--- src/rtl/pavg_pkg.sv ---
package pavg_pkg;
   typedef enum logic [1:0] {
      ST_IDLE = 2'd0,
      ST_BYTE = 2'd1,
      ST_PACK = 2'd2
   } pavg_state_t;
endpackage

--- src/rtl/pavg_lane.sv ---
module pavg_lane #(
   parameter int LANE_W = 8
) (
   input  logic [LANE_W-1:0] a,
   input  logic [LANE_W-1:0] b,
   input  logic              en,
   output logic [LANE_W-1:0] y
);
   localparam int SUM_W = LANE_W + 1;

   logic [SUM_W-1:0] sum;

   always_comb begin
      sum = {1'b0, a} + {1'b0, b} + SUM_W'(1);
      y   = en ? sum[SUM_W-1:1] : '0;
   end
endmodule

--- src/rtl/pavg_seq.sv ---
module pavg_seq
   import pavg_pkg::*;
#(
   parameter int CNT_W    = 20,
   parameter int CHUNK_LG = 4,
   parameter int BEAT_LG  = 1
) (
   input  logic             clk,
   input  logic             rst_n,
   input  logic             start,
   input  logic [CNT_W-1:0] count,
   input  logic             fire,
   output logic             busy,
   output logic             byte_mode,
   output logic             done
);
   pavg_state_t         state_q;
   logic [CHUNK_LG-1:0] rem_q;
   logic [CNT_W-1:0]    beats_q;
   logic                done_q;

   logic [CHUNK_LG-1:0] rem_in;
   logic [CNT_W-1:0]    beats_in;

   always_comb begin
      rem_in   = count[CHUNK_LG-1:0];
      beats_in = (count >> CHUNK_LG) << BEAT_LG;
   end

   always_ff @(posedge clk or negedge rst_n) begin
      if (!rst_n) begin
         state_q <= ST_IDLE;
         rem_q   <= '0;
         beats_q <= '0;
         done_q  <= 1'b0;
      end else begin
         done_q <= 1'b0;
         unique case (state_q)
            ST_IDLE: begin
               if (start) begin
                  rem_q   <= rem_in;
                  beats_q <= beats_in;
                  if (count == '0)
                     done_q <= 1'b1;
                  else if (rem_in != '0)
                     state_q <= ST_BYTE;
                  else
                     state_q <= ST_PACK;
               end
            end
            ST_BYTE: begin
               if (fire) begin
                  rem_q <= rem_q - CHUNK_LG'(1);
                  if (rem_q == CHUNK_LG'(1)) begin
                     if (beats_q == '0) begin
                        state_q <= ST_IDLE;
                        done_q  <= 1'b1;
                     end else begin
                        state_q <= ST_PACK;
                     end
                  end
               end
            end
            ST_PACK: begin
               if (fire) begin
                  beats_q <= beats_q - CNT_W'(1);
                  if (beats_q == CNT_W'(1)) begin
                     state_q <= ST_IDLE;
                     done_q  <= 1'b1;
                  end
               end
            end
            default: state_q <= ST_IDLE;
         endcase
      end
   end

   always_comb begin
      busy      = (state_q != ST_IDLE);
      byte_mode = (state_q == ST_BYTE);
      done      = done_q;
   end

   // done lasts one cycle
   a_r8_done_pulse: assert property (@(posedge clk) disable iff (!rst_n)
      done |=> !done);
   // engine is idle while done is shown
   a_r8_idle_at_done: assert property (@(posedge clk) disable iff (!rst_n)
      done |-> !busy);
   // zero count ends at once
   a_r9_zero_count: assert property (@(posedge clk) disable iff (!rst_n)
      (!busy && start && count == '0) |=> (done && !busy));
   // a start while busy does not reload the packed count
   a_r10_busy_start: assert property (@(posedge clk) disable iff (!rst_n)
      (busy && !fire) |=> $stable(beats_q));
   // byte phase never follows packed phase
   a_r4_order: assert property (@(posedge clk) disable iff (!rst_n)
      (state_q == ST_PACK) |=> (state_q != ST_BYTE));
endmodule

--- src/rtl/pavg_stream.sv ---
module pavg_stream #(
   parameter int LANES       = 8,
   parameter int LANE_W      = 8,
   parameter int CHUNK_BEATS = 2,
   parameter int CNT_W       = 20
) (
   input  logic                    clk,
   input  logic                    rst_n,
   input  logic                    i_start,
   input  logic [CNT_W-1:0]        i_count,
   input  logic [LANES*LANE_W-1:0] i_a_data,
   input  logic                    i_a_valid,
   output logic                    o_a_ready,
   input  logic [LANES*LANE_W-1:0] i_b_data,
   input  logic                    i_b_valid,
   output logic                    o_b_ready,
   output logic [LANES*LANE_W-1:0] o_y_data,
   output logic                    o_y_valid,
   input  logic                    i_y_ready,
   output logic                    o_busy,
   output logic                    o_done
);
   localparam int DATA_W   = LANES * LANE_W;
   localparam int CHUNK    = LANES * CHUNK_BEATS;
   localparam int CHUNK_LG = $clog2(CHUNK);
   localparam int BEAT_LG  = $clog2(CHUNK_BEATS);

   generate
      if (LANES < 2 || (1 << $clog2(LANES)) != LANES) begin : g_bad_lanes
         $error("LANES must be a power of two of at least 2");
      end
      if (CHUNK_BEATS < 1 || (1 << BEAT_LG) != CHUNK_BEATS) begin : g_bad_beats
         $error("CHUNK_BEATS must be a power of two");
      end
      if (LANE_W < 2) begin : g_bad_width
         $error("LANE_W must be at least 2");
      end
      if (CNT_W <= CHUNK_LG) begin : g_bad_cnt
         $error("CNT_W must exceed log2 of the chunk size");
      end
   endgenerate

   logic busy;
   logic byte_mode;
   logic fire;
   logic both_valid;

   always_comb begin
      both_valid = i_a_valid && i_b_valid;
      o_y_valid  = busy && both_valid;
      fire       = o_y_valid && i_y_ready;
      o_a_ready  = fire;
      o_b_ready  = fire;
      o_busy     = busy;
   end

   pavg_seq #(
      .CNT_W   (CNT_W),
      .CHUNK_LG(CHUNK_LG),
      .BEAT_LG (BEAT_LG)
   ) u_seq (
      .clk      (clk),
      .rst_n    (rst_n),
      .start    (i_start),
      .count    (i_count),
      .fire     (fire),
      .busy     (busy),
      .byte_mode(byte_mode),
      .done     (o_done)
   );

   logic [DATA_W-1:0] y_w;

   generate
      for (genvar l = 0; l < LANES; l++) begin : g_lane
         logic [LANE_W-1:0] la;
         logic [LANE_W-1:0] lb;
         logic [LANE_W-1:0] ly;
         assign la = i_a_data[l*LANE_W +: LANE_W];
         assign lb = i_b_data[l*LANE_W +: LANE_W];
         if (l == 0) begin : g_head
            pavg_lane #(.LANE_W(LANE_W)) u_lane (
               .a(la), .b(lb), .en(1'b1), .y(ly));
         end else begin : g_tail
            pavg_lane #(.LANE_W(LANE_W)) u_lane (
               .a(la), .b(lb), .en(!byte_mode), .y(ly));
            // upper lanes silent in the byte phase
            a_r3_upper_zero: assert property (@(posedge clk) disable iff (!rst_n)
               (o_y_valid && byte_mode) |-> (ly == '0));
         end
         assign y_w[l*LANE_W +: LANE_W] = ly;
         // result lies between the two sources
         a_r1_between: assert property (@(posedge clk) disable iff (!rst_n)
            (o_y_valid && (l == 0 || !byte_mode)) |->
               (ly >= ((la < lb) ? la : lb) && ly <= ((la < lb) ? lb : la)));
      end
   endgenerate

   assign o_y_data = y_w;

   // stalled output takes no input
   a_r7_stall: assert property (@(posedge clk) disable iff (!rst_n)
      (o_y_valid && !i_y_ready) |-> (!o_a_ready && !o_b_ready));
   // an input is taken only with a result handed over
   a_r6_take: assert property (@(posedge clk) disable iff (!rst_n)
      o_a_ready |-> (o_y_valid && i_y_ready && i_a_valid && i_b_valid));
   // nothing valid while idle
   a_r6_idle: assert property (@(posedge clk) disable iff (!rst_n)
      !o_busy |-> (!o_y_valid && !o_a_ready));
endmodule

--- config.mk ---
export PLATFORM = sky130hd
export DESIGN_NAME = pavg_stream
export DESIGN_NICKNAME = d
export VERILOG_FILES = /design/src/rtl/pavg_pkg.sv /design/src/rtl/pavg_lane.sv /design/src/rtl/pavg_seq.sv /design/src/rtl/pavg_stream.sv
export SDC_FILE = /design/constraint.sdc
export NUM_CORES = 1
export LEC_CHECK = 0
export ABC_CLOCK_PERIOD_IN_PS = 3600
export CAP_MARGIN = 0
export CORE_MARGIN = 10
export CORE_UTILIZATION = 40
export CTS_CLUSTER_SIZE = 40
export DETAILED_ROUTE_END_ITERATION = 7
export GPL_ROUTABILITY_DRIVEN = 0
export PLACE_DENSITY = 0.81
export SLEW_MARGIN = 20
export SYNTH_ARGS = -nofsm -noshare
export SYNTH_HDL_FRONTEND = slang
export SYNTH_HIERARCHICAL = 1
export SYNTH_SLANG_ARGS = --single-unit
--- constraint.sdc ---
create_clock -name clk -period 3.6 [get_ports clk]
set_input_delay 0.72 -clock clk [delete_from_list [all_inputs] [get_ports clk]]
set_output_delay 0.72 -clock clk [all_outputs]
set_load 0.05 [all_outputs]
==> reports/metrics.cfg <==
[run_status]
status=complete, no violations

[route]
routed_wl_mm=19.5
drtPass1Iterations=5
viasPerCell=5.80
ant_nets=0
drt_iter0_markers=337
drc=0
post_drt_wl_per_cell_um=19.7
num_vias=5743

[yosys]
syn_area_um2=4730
synth_edf_count=0
avgSynthCellArea_um2=7.75
synth.distinct_cells=58
ys_warn_count=6
ys_seq_area_share_pct=14.3
synthFlopType=dfrtp_1
syn_inst=611
synth_xor_area_share_pct=2.03
synth_top_area_share_pct=17.2
yosys.area.top_type=ha_1
synth_area_leaders=ha_1, dfrtp_1, nor2_1
synth.most_common_cell=nor2_1
yosys.area_share.simple_pct=25.4
synth_mux_area_share_pct=4.31
async_flop_share_pct=100
synth_compound_area_share_pct=29.7
synthAdderAreaFrac_pct=20.6
synth_top_family_by_area=compound AO/OA/AOI/OAI gates
synthTopCellsByCount=nor2_1, ha_1, nand2_1, a21oi_1, inv_1
ys_ff_latch=27

[setup_path]
crit_path_end=o_y_data[13]
r2r-end=u_seq/state_q[1]
critPathLaunchType=input port
r2r-start=u_seq/beats_q[13]
ff2ff_setup_slack_ns=0.90
worstPathArrival_ns=2.82
crit_chain=clkdlybuf4s50_1 > inv_1 > fa_1 > nand2b_1 > a21oi_2 > o21ai_0 > a221oi_2 > buf_12
cp_max_fo=3
startpoint=i_a_data[9]
cp_slowest_cell=clkdlybuf4s50_1
crit_type=input port to primary output
endpoint_kind=primary output
worst_ep_required_time_ns=2.88
r2r_cells=5
slowest_delay_ns=0.49

[cells_and_area]
area_growth_pct=68.3
layout.cells.non_filler=990
diodes=0
fin_util_pct=69.2
fin_area_um2=7970
finalNetCount=1075
drive_gt1_share_pct=15.5

[sta]
tightest_slew_ns=0.591
setup_viol=0
finalCritPeriodShare_pct=98.4
layout_setup_ws_ns=0.0585
min_period_ns=3.54
slew_headroom_pct=60.5
hold_viol=0
max_freq_ghz=0.282
skew_ns=0.00459
worst_hold_slack_ns=0.523
setup-tns-final_ns=0
final_max_slew_viol_count=0

[clock_tree]
cts_made_buffers=3
clock_latency_ns=0.26
clockBufferDepth=2
htree_num_levels=1
clk_pin_slew_ns=0.07
cts_tree=built
cts-root-buf=clkbuf_16
cts.sinks=27

[power_and_ir_drop]
leakagePower_nw=3.47
power_density_nw_per_um2=614
power_frac_seq_pct=11.8
p_comb_share_pct=82.9
swShare_pct=52.1
ir_worst_vdd_uv=460
power_switching_mw=2.55
intPower_mw=2.34
clkPwrFrac_pct=5.3
p_total_mw=4.89

[grt]
grt_pass1_vias=5762
grt-ovfl-total=0
grt_pass1_wl_mm=29.6
grt_usage_pct=21.4
grt_antenna_before_repair=0
grt_max_degree=43

[placement]
hpwlAfterDp_mm=16.1
dpl_cell_area_um2=7790
place_ws_ns=0.0576
dp.cells=981
port_buffers=222

[floorplan]
core_um2=11500
pin_count=223
die_height_um=129
die-width_um=129
start_util_pct=41.1
dieArea_um2=16600
rows=39

[min_path]
min-delay-path-class=flip-flop to flip-flop

[flow_run]
cap_violations=0

## worst max-delay path, delay by kind of cell
family	cells	cell delay [ns]
adders and majority gates	1	0.45
buffers and inverters	3	0.74
AOI/OAI and AO/OA	3	0.70
and+or+nand+nor	1	0.19
## flip-flops by register name (all words and copies together), names as in the netlist
| name | count |
|---|---|
| u_seq/done | 1 |
| u_seq/rem_q | 4 |
| u_seq/beats_q | 20 |
| u_seq/state_q | 2 |
## metal layers
layer / track usage, % / vias up / share of wire, %
li1: - / 2745 / -
met3: 3.45 / 46 / 7.5
met4: 7.96 / 0 / 3.7
met5: 0 / - / 0
met1: 23.6 / 2690 / 38
met2: 40.4 / 262 / 50
## layout by cell type (no fill, tap or decap), drive strengths merged, types with 3 or more instances in the layout
master         instances
a21o                   8
nor2                  81
nand2b                33
mux2i                 17
nor3                   6
nor3b                 16
xnor2                  3
o211ai                16
clkbuf                 6
o21a                  10
nand2                 52
fa                     8
a31oi                 11
a21bo                  9
o31ai                  8
a21oi                 49
or3                   11
nor4                  12
a22oi                  8
o21ai                 38
ha                    65
mux2                   3
or4                    8
buf                   74
clkdlybuf4s50        157
conb                   6
or2                    4
a211oi                 9
dfrtp                 27
a221oi                 8
inv                   39
o22ai                  4
nand3                  5
o22a                   4
xor2                   8
## timing repair
| action | 4_1_cts | 5_1_grt |
|---|---|---|
| setup endpoints to repair | 0 | 5 |
| setup buffers | 0 | 5 |
| gates resized for setup | 0 | 12 |
| hold buffers | 0 | 0 |
## power by group through the flow
stage | clock network, mW | registers (mW) | logic, mW
floorplan | 0 | 0.533 | 2.21
global placement | 0 | 0.560 | 3.91
detailed placement | 0 | 0.571 | 4.00
CTS | 0.262 | 0.566 | 4.02
global route | 0.275 | 0.589 | 4.26
finish | 0.260 | 0.576 | 4.06
## cell type report
class                      count  area [µm²]
sequential                    27         676
timing repair buffer         234        2940
tap                          143         179
fill                         878        3550
multi-input combinational    543        3940
clock buffer                   3        75.1
inverter                      39         146
clock inverter                 1        7.51
## kinds of logic (layout without fill, tap and decap cells)
logic type	count (synthesis)	count (layout)
multiplexers	20	20
other	1	6
AO/OA/AOI/OAI	194	194
AND/OR/NAND/NOR	239	239
flip-flops	27	27
buffers and inverters	46	277
adder cells (fa/ha/maj)	73	73
XOR/XNOR	11	11
## worst min path at each step
| stage | startpoint | end | slack (ns) | depth (start not counted) |
|---|---|---|---|---|
| 5_1_grt | u_seq/beats_q[6] | u_seq/beats_q[6] | 0.55 | 1 |
| 3_3_place_gp | u_seq/rem_q[1] | u_seq/rem_q[1] | 0.49 | 2 |
| 3_5_place_dp | u_seq/rem_q[3] | u_seq/rem_q[3] | 0.51 | 1 |
| 6_report | u_seq/rem_q[3] | u_seq/rem_q[3] | 0.52 | 1 |
| 2_1_floorplan | rst_n | u_seq/beats_q[0] | 0.42 | 0 |
| 4_1_cts | u_seq/rem_q[1] | u_seq/rem_q[1] | 0.52 | 2 |
Note: power is estimated with default switching activity, not from simulation.
